$ cat config.mk
export PLATFORM = sky130hd
export DESIGN_NAME = outq_fifo
export DESIGN_NICKNAME = d
export VERILOG_FILES = /design/src/rtl/outq_pkg.sv /design/src/rtl/outq_ptrs.sv /design/src/rtl/outq_store.sv /design/src/rtl/outq_rdport.sv /design/src/rtl/outq_fifo.sv
export SDC_FILE = /design/constraint.sdc
export NUM_CORES = 1
export LEC_CHECK = 0
export ABC_CLOCK_PERIOD_IN_PS = 4500
export CAP_MARGIN = 20
export CORE_MARGIN = 2
export CORE_UTILIZATION = 56
export DETAILED_ROUTE_END_ITERATION = 10
export GPL_TIMING_DRIVEN = 0
export PLACE_DENSITY = 0.79
export SLEW_MARGIN = 30
export SYNTH_ARGS = -nofsm -noshare
export SYNTH_HDL_FRONTEND = slang
export SYNTH_SLANG_ARGS = --single-unit
$ cat constraint.sdc
create_clock -name clk -period 4.5 [get_ports clk]
set_clock_uncertainty 0.15 [all_clocks]
set_input_delay 0.45 -clock clk [delete_from_list [all_inputs] [get_ports clk]]
set_output_delay 0.45 -clock clk [all_outputs]
set_load 0.005 [all_outputs]
$ cat src/rtl/outq_pkg.sv
package outq_pkg;
  typedef enum logic [1:0] {
    LANE_NONE = 2'b00,
    LANE_LO   = 2'b01,
    LANE_HI   = 2'b10,
    LANE_WORD = 2'b11
  } lane_e;
endpackage

$ cat src/rtl/outq_ptrs.sv
module outq_ptrs #(
  parameter int DEPTH = 8,
  localparam int AW = $clog2(DEPTH),
  localparam int PW = AW + 1
) (
  input  logic          clk,
  input  logic          rst_n,
  input  logic          push_req,
  input  logic          pop_req,
  output logic          push_ok,
  output logic          pop_ok,
  output logic [AW-1:0] wr_addr,
  output logic [AW-1:0] rd_addr,
  output logic [PW-1:0] count,
  output logic          full,
  output logic          empty,
  output logic          underflow
);
  logic [PW-1:0] wr_q, wr_d, rd_q, rd_d;
  logic          uf_q, uf_d;

  always_comb begin
    empty   = (wr_q == rd_q);
    full    = (wr_q[AW] != rd_q[AW]) && (wr_q[AW-1:0] == rd_q[AW-1:0]);
    push_ok = push_req & ~full;
    pop_ok  = pop_req & ~empty;
    wr_d    = wr_q + PW'(push_ok);
    rd_d    = rd_q + PW'(pop_ok);
    uf_d    = uf_q | (pop_req & empty);
  end

  always_ff @(posedge clk or negedge rst_n) begin
    if (!rst_n) begin
      wr_q <= '0;
      rd_q <= '0;
      uf_q <= 1'b0;
    end else begin
      if (push_ok) wr_q <= wr_d;
      if (pop_ok)  rd_q <= rd_d;
      uf_q <= uf_d;
    end
  end

  assign wr_addr   = wr_q[AW-1:0];
  assign rd_addr   = rd_q[AW-1:0];
  assign count     = wr_q - rd_q;
  assign underflow = uf_q;
endmodule

$ cat src/rtl/outq_store.sv
module outq_store #(
  parameter int DATA_W = 16,
  parameter int DEPTH  = 8,
  localparam int AW = $clog2(DEPTH)
) (
  input  logic              clk,
  input  logic              we,
  input  logic [AW-1:0]     waddr,
  input  logic [DATA_W-1:0] wdata,
  input  logic [AW-1:0]     raddr,
  output logic [DATA_W-1:0] rdata
);
  logic [DATA_W-1:0] mem [DEPTH];

  for (genvar i = 0; i < DEPTH; i++) begin : g_entry
    logic sel;
    assign sel = we && (waddr == AW'(i));
    always_ff @(posedge clk) begin
      if (sel) mem[i] <= wdata;
    end
  end

  assign rdata = mem[raddr];
endmodule

$ cat src/rtl/outq_rdport.sv
module outq_rdport
  import outq_pkg::*;
#(
  parameter int DATA_W = 16,
  localparam int HALF = DATA_W / 2
) (
  input  logic              test_en,
  input  logic              rd_en,
  input  logic [1:0]        rd_lane,
  input  logic              empty,
  input  logic [DATA_W-1:0] head,
  output logic              reg_pop,
  output logic [DATA_W-1:0] rd_data
);
  logic  live;
  lane_e lane;

  always_comb begin
    lane    = lane_e'(rd_lane);
    live    = test_en & rd_en;
    reg_pop = live & ((lane == LANE_LO) || (lane == LANE_WORD));
    rd_data = '0;
    if (live && !empty) begin
      unique case (lane)
        LANE_WORD: rd_data = head;
        LANE_LO:   rd_data = {{(DATA_W-HALF){1'b0}}, head[HALF-1:0]};
        LANE_HI:   rd_data = {head[DATA_W-1:HALF], {HALF{1'b0}}};
        default:   rd_data = '0;
      endcase
    end
  end
endmodule

$ cat src/rtl/outq_fifo.sv
module outq_fifo #(
  parameter int DATA_W = 16,
  parameter int DEPTH  = 8,
  localparam int AW = $clog2(DEPTH),
  localparam int PW = AW + 1
) (
  input  logic              clk,
  input  logic              rst_n,
  input  logic              push_valid,
  input  logic [DATA_W-1:0] push_data,
  input  logic              pop,
  output logic [DATA_W-1:0] pop_data,
  input  logic              test_en,
  input  logic              rd_en,
  input  logic [1:0]        rd_lane,
  output logic [DATA_W-1:0] rd_data,
  output logic [PW-1:0]     count,
  output logic              full,
  output logic              empty,
  output logic              underflow
);
  logic              push_ok, pop_ok, reg_pop, pop_req;
  logic [AW-1:0]     wr_addr, rd_addr;
  logic [DATA_W-1:0] head;

  assign pop_req = pop | reg_pop;

  outq_ptrs #(.DEPTH(DEPTH)) u_ptrs (
    .clk(clk), .rst_n(rst_n), .push_req(push_valid), .pop_req(pop_req),
    .push_ok(push_ok), .pop_ok(pop_ok), .wr_addr(wr_addr), .rd_addr(rd_addr),
    .count(count), .full(full), .empty(empty), .underflow(underflow)
  );

  outq_store #(.DATA_W(DATA_W), .DEPTH(DEPTH)) u_store (
    .clk(clk), .we(push_ok), .waddr(wr_addr), .wdata(push_data),
    .raddr(rd_addr), .rdata(head)
  );

  outq_rdport #(.DATA_W(DATA_W)) u_rdport (
    .test_en(test_en), .rd_en(rd_en), .rd_lane(rd_lane), .empty(empty),
    .head(head), .reg_pop(reg_pop), .rd_data(rd_data)
  );

  assign pop_data = empty ? '0 : head;
endmodule

==> qor.yml, run 1 <==
clock_sink_count: 137
grt_max_degree: 17
crit_chain: "inv_1, ha_1, nand4_1, nand4_1, nor2_1, clkdlybuf4s50_1"
synthCells: 358
post_cts_resized: 0
p_per_area_nw_per_um2: 741
crit_type: "reg2out"
gp_routability_congestion: 0.813
wl_mm: 13.1
overflow: 0
cpLargestDelayFamily: "simple AND/OR/NAND/NOR gates"
cts_tree: "built"
yosysTopAreaCellShare_pct: 67.8
timing.final.max_slew_violations: 0
core_sq_um: 9820
worst_slew_pin_slew_ns: 0.707
min_period_ns: 3.76
ios: 63
syn_nets: 390
ys_warn_count: 0
nets: 482
post_cts_buffers: 0
clockRootBuffer: "clkbuf_8"
first_iter_violations: 312
worstRegToRegCells: 9
critPathMaxStageDelay_ns: 0.57
crit_buf_inv: 2
cap_violations: 0
crit_arrival_ns: 3.16
port_buffers: 62
critPathMaxFanout: 8
netlist_top_cells_area: "edfxtp_1, mux2i_1, a22oi_1"
synth_area_per_cell_sq_um: 15.8
critPathSlowestCell: "nand4_1"
antenna_left: 0
die_w_um: 105
grt_usage_pct: 25.3
rsz0062_at_grt: "no"
fin_util_pct: 73.9
dr.pass1.iters: 5
finalSetupTns_ns: 0
status: "finished, final reports clean"
grt_pass1_wl_mm: 20.0
cts_max_path_buffers: 2
vias: 3469
crit_top_cell: "nand4_1"
grt_pass1_vias: 3517
synthToLayoutAreaGrowth_pct: 28.0
drc: 0
cp_data_required_time_ns: 3.90
viasPerCell: 5.82
slew_headroom_pct: 52.7
dieArea_sq_um: 10900
synth_cell_types: 34
final_hold_viol_count: 0
cp-end-kind: "output pin"
rows: 36
ys_seq_area_share_pct: 71.8
fill_cells: 627
ys_ff_latch: 137
r2r_slack_ns: 1.59
leakage_nw: 2.71
synth_top_cell_by_area: "edfxtp_1"
syn-cell-area_sq_um: 5670
start_util_pct: 57.7
setup_violations: 0
power_w: 0.00537
drive_above_1_share_pct: 15.1
avgRoutedWirePerCell_um: 22.0
period_share_pct: 83.6
cts_buffers: 17
ir_worst_vdd_mv: 0.412
post-dp-hpwl_mm: 8.06
maxClockFrequency_ghz: 0.266
holdBufCountCts: 0
die_y_um: 105
antenna_cells: 0
clock_latency_ns: 0.52
r2r_start: "u_ptrs.rd_q[1]$_DFFE_PN0P_"
hold_path_class: "in2async"
worst_setup_path_start_kind: "flip-flop"
antenna_found_initial: 0
r2r_end: "u_store.mem[6][11]$_DFFE_PP_"
cts_max_level: 4
clk_pin_slew_ns: 0.06
## per-layer routing
metal	part of all wire, %	vias up	track usage, %
li1	-	1552	-
met3	7.0	26	6.61
met4	2.5	0	10.6
met5	0	-	0
met1	40	1736	32.0
met2	50	155	41.8
## synth_stat cells (all sizes together)
| cell | n |
|---|---|
| nand2 | 23 |
| and2 | 1 |
| inv | 9 |
| o21bai | 1 |
| nor3b | 1 |
| buf | 13 |
| dfrtp | 9 |
| nor4 | 1 |
| nand3 | 2 |
| mux2 | 1 |
| clkbuf | 3 |
| ha | 7 |
| nand4 | 4 |
| a21oi | 1 |
| o21ai | 4 |
| a31oi | 1 |
| nor2 | 36 |
| a21o | 1 |
| a41oi | 1 |
| edfxtp | 128 |
| fa | 1 |
| xnor2 | 7 |
| mux2i | 64 |
| nand2b | 1 |
| nor3 | 3 |
| nor2b | 2 |
| and4 | 1 |
| a22oi | 32 |
## how the worst max path moves through the flow
stage / start / depth (start not counted) / end / slack (ns)
6_report: u_ptrs.rd_q[1]$_DFFE_PN0P_ / 6 / rd_data[5] / 0.74
3_3_place_gp: u_ptrs.rd_q[1]$_DFFE_PN0P_ / 5 / u_store.mem[0][9]$_DFFE_PP_ / -0.42
2_1_floorplan: u_ptrs.rd_q[1]$_DFFE_PN0P_ / 5 / u_store.mem[0][0]$_DFFE_PP_ / 1.27
4_1_cts: u_ptrs.rd_q[1]$_DFFE_PN0P_ / 6 / rd_data[5] / 0.69
5_1_grt: u_ptrs.wr_q[0]$_DFFE_PN0P_ / 6 / rd_data[5] / 0.56
3_5_place_dp: u_ptrs.rd_q[1]$_DFFE_PN0P_ / 6 / rd_data[5] / 1.25
## through the flow
| stage | worst slack, ns | hold slack (ns) | instances | cell area [sq um] |
|---|---|---|---|---|
| floorplan | 1.27 | 0.00441 | 358 | 5670 |
| global placement | -0.423 | 0.312 | 553 | 6450 |
| detailed placement | 1.25 | 0.336 | 564 | 6580 |
| CTS | 0.691 | 0.0911 | 596 | 7250 |
| global route | 0.561 | 0.117 | 596 | 7250 |
| finish | 0.737 | 0.106 | 596 | 7250 |
## sequential cells by signal, summed over array words and instances (netlist names)
signal	flops
u_ptrs.rd_q	4
u_ptrs.underflow	1
u_ptrs.wr_q	4
u_store.mem	128
## cells in the final DEF, fill, tap and decap left out, drive strengths merged, types with 2 or more instances in the layout
| master | n |
|---|---|
| a22oi | 32 |
| buf | 24 |
| bufinv | 6 |
| clkbuf | 23 |
| clkdlybuf4s50 | 62 |
| clkinv | 5 |
| dfrtp | 9 |
| edfxtp | 128 |
| ha | 7 |
| inv | 9 |
| mux2i | 64 |
| nand2 | 23 |
| nand3 | 2 |
| nand4 | 4 |
| nor2 | 36 |
| nor2b | 2 |
| nor3 | 3 |
| o21ai | 4 |
| xnor2 | 7 |
## area by class of cell
type / count / area [sq um] / share of cell area [%]
buffer: 16 / 97.6 / 1.35
clock buffer: 20 / 455 / 6.28
clock inverter: 12 / 219 / 3.02
inverter: 9 / 33.8 / 0.466
multi-input combinational: 196 / 1510 / 20.8
sequential: 137 / 4070 / 56.1
tap: 133 / 166 / 2.29
timing repair buffer: 73 / 703 / 9.69
## cell families after synthesis
| kind of cell | synth area share [%] |
|---|---|
| fa+ha+maj | 1.90 |
| buf+inv | 2.32 |
| flops | 71.8 |
| mux | 11.5 |
| xor+xnor | 1.21 |
| compound gates | 5.61 |
| simple gates | 5.67 |
## report_power, final
group          switching (W)  internal [W]  total, W  leakage (nW)
sequential         0.0000980       0.00162   0.00171          1.27
clock               0.000499       0.00105   0.00155         0.329
combinational        0.00111      0.000998   0.00211          1.12
total                0.00171       0.00367   0.00537          2.71
Power figures use the tool's default switching activity.
==> run 2: changes to the inputs <==
--- a/config.mk
+++ b/config.mk
@@ -5,13 +5,13 @@
 export SDC_FILE = /design/constraint.sdc
 export NUM_CORES = 1
 export LEC_CHECK = 0
-export ABC_CLOCK_PERIOD_IN_PS = 4500
+export ABC_CLOCK_PERIOD_IN_PS = 3300
 export CAP_MARGIN = 20
 export CORE_MARGIN = 2
-export CORE_UTILIZATION = 56
+export CORE_UTILIZATION = 50
 export DETAILED_ROUTE_END_ITERATION = 10
 export GPL_TIMING_DRIVEN = 0
-export PLACE_DENSITY = 0.79
+export PLACE_DENSITY = 0.75
 export SLEW_MARGIN = 30
 export SYNTH_ARGS = -nofsm -noshare
 export SYNTH_HDL_FRONTEND = slang
==> constraint.sdc (replaced) <==
create_clock -name clk -period 3.3 [get_ports clk]
set_clock_uncertainty 0.15 [all_clocks]
set_input_delay 0.33 -clock clk [delete_from_list [all_inputs] [get_ports clk]]
set_output_delay 0.33 -clock clk [all_outputs]
set_load 0.005 [all_outputs]
==> run 2 against run 1 <==
  * Via count decreased by 1.6%
  * Sequential power increased by 37%
  * Count of clock-buffer cells in the layout increased by 4
  * Sequential share of layout area increased by 1.3 points
  * Hold slack got worse by 0.035 ns
  * Global-route usage decreased by 4.0 points
  * Power increased by 26%
  * Routed wire length decreased by 3.6%
  * Register-to-register slack got worse by 1.3 ns
  * Critical path depth unchanged
  * Die area increased by 12%
  * Critical endpoint is now empty
==> qor.yml, run 2 (synthesis gave the netlist of run 1 again) <==
status: "finished, final reports clean"
dr.pass1.iters: 4  # -1
timing.final.max_slew_violations: 0  # unchanged
fill_cells: 780  # +24%
clock_latency_ns: 0.42  # -0.10 ns
antenna_cells: 0  # unchanged
clockRootBuffer: "clkbuf_16"
synthToLayoutAreaGrowth_pct: 25.2
largest_reg_flops: 128  # unchanged
crit_arrival_ns: 2.64  # -0.52 ns
r2r_slack_ns: 0.31  # -1.28 ns
fin_util_pct: 64.9  # -9.0 points
critPathSlowestCell: "clkdlybuf4s50_1"
crit_type: "reg2out"
wl_mm: 12.6  # -3.6%
ios: 63  # unchanged
final_hold_viol_count: 0  # unchanged
crit_buf_inv: 4  # +2
cp-end-kind: "output pin"
cap_violations: 0  # unchanged
final_common_cell: "edfxtp_1"
crit_chain: "inv_1, ha_1, nand4_1, inv_4, buf_6, clkdlybuf4s50_1"
dieArea_sq_um: 12200  # +12%
final_cell_mix: "edfxtp_1, mux2i_1, clkdlybuf4s50_1"
r2r_start: "u_ptrs.rd_q[1]$_DFFE_PN0P_"
r2r_end: "u_store.mem[6][8]$_DFFE_PP_"
ir_worst_vdd_mv: 0.574  # +39%
die_y_um: 110  # +5.6%
start_util_pct: 51.8  # -5.9 points
rows: 38  # +5.6%
die_w_um: 110  # +5.6%
port_buffers: 62  # unchanged
leakage_nw: 2.63  # -3.2%
fin_area_sq_um: 7100  # -2.2%
core_sq_um: 10900  # +11%
antenna_found_initial: 0  # unchanged
first_iter_violations: 277  # -11%
min_period_ns: 3.12
dpl_cell_area_sq_um: 6600  # +0.29%
period_share_pct: 94.5
power_w: 0.00676  # +26%
avgRoutedWirePerCell_um: 20.9  # -4.9%
slew_headroom_pct: 43.8  # -8.9 points
clk_pin_slew_ns: 0.05  # about the same
seq_area_sq_um: 4070  # about the same
grt_max_degree: 17  # unchanged
viasPerCell: 5.65  # -2.9%
vias: 3415  # -1.6%
drive_above_1_share_pct: 13.1  # -2.0 points
p_per_area_nw_per_um2: 952  # +29%
drc: 0  # unchanged
overflow: 0  # unchanged
cts_tree: "built"
post-dp-hpwl_mm: 8.07  # about the same
top_register: "u_store.mem"
setup_violations: 0  # unchanged
holdBufCountCts: 0  # unchanged
reg_top3: "u_store.mem (128), u_ptrs.rd_q (4), u_ptrs.wr_q (4)"
grt_pass1_vias: 3474  # -1.2%
grt_pass1_wl_mm: 19.1  # -4.1%
critPathMaxFanout: 10  # +2
nets: 484  # +0.41%
antenna_left: 0  # unchanged
worst_setup_path_start_kind: "flip-flop"
cts_max_level: 4  # unchanged
cpLargestDelayFamily: "buffers and inverters"
worst_slew_pin_slew_ns: 0.839  # +0.132 ns
worstRegToRegCells: 8  # -1
clock_sink_count: 137  # unchanged
cts_buffers: 17  # unchanged
multi_input_area_sq_um: 1510  # unchanged
cts_max_path_buffers: 2  # unchanged
hold_path_class: "in2async"
rsz0062_at_grt: "no"
cp_data_required_time_ns: 2.82  # -1.08 ns
grt_usage_pct: 21.3  # -4.0 points
gp_routability_congestion: 0.811  # -0.33%
critPathMaxStageDelay_ns: 0.52  # -0.05 ns
maxClockFrequency_ghz: 0.321
==> run 2: cell types whose count changed in the layout (fill, tap and decap cells not counted), sizes merged <==
cell,previous run,this run
clkbuf,23,27
buf,24,26
clkinvlp,1,0
clkinv,5,7
bufinv,6,0
==> run 2: repair_timing <==
item	4_1_cts	5_1_grt
endpoints found under the setup margin	16	10
endpoints found under the hold margin	0	0
setup buffers	2	0
pin swaps	2	0
resized for setup	0	2
==> run 2: power breakdown <==
part	switching (W)	total (W)	internal (W)
Sequential	0.000135	0.00234	0.00221
Combinational	0.00149	0.00286	0.00137
Clock	0.000621	0.00156	0.000936
Total	0.00224	0.00676	0.00452
==> run 2: stage by stage <==
step           instances  setup WS, ns  hold WS, ns  TNS, ns
5_1_grt              604        0.0459       0.0936        0
3_3_place_gp         560         -1.60        0.314   -82.92
4_1_cts              604        0.0957       0.0760        0
2_1_floorplan        358        0.0653       -0.116        0
3_5_place_dp         571         0.282        0.321        0
6_report             604         0.181       0.0717        0
==> run 2: worst max path at each step <==
stage | start | endpoint | slack (ns) | depth (start not counted)
detailed placement | u_ptrs.wr_q[0]$_DFFE_PN0P_ | rd_data[9] | 0.28 | 6
CTS | u_ptrs.wr_q[0]$_DFFE_PN0P_ | empty | 0.1 | 6
floorplan | u_ptrs.rd_q[1]$_DFFE_PN0P_ | u_store.mem[0][0]$_DFFE_PP_ | 0.07 | 5
global placement | u_ptrs.rd_q[1]$_DFFE_PN0P_ | u_store.mem[0][8]$_DFFE_PP_ | -1.60 | 5
finish | u_ptrs.rd_q[1]$_DFFE_PN0P_ | empty | 0.18 | 6
global route | u_ptrs.rd_q[2]$_DFFE_PN0P_ | pop_data[11] | 0.05 | 7
==> run 2: cell type report <==
type,instances,area share (%)
flip-flops and latches,137,57.3
multi-input cells,196,21.3
repair buffers,75,10.3
clock buffers,24,6.36
well taps,140,2.47
plain buffers,16,1.37
inverters,9,0.511
clock inverters,7,0.405
==> run 2: per-layer routing <==
layer / vias up / track usage (%) / wire, um
li1: 1555 / - / -
met3: 16 / 5.71 / 710
met4: 0 / 9.17 / 201
met5: - / 0 / 0
met2: 131 / 33.6 / 6150
met1: 1713 / 28.2 / 5580
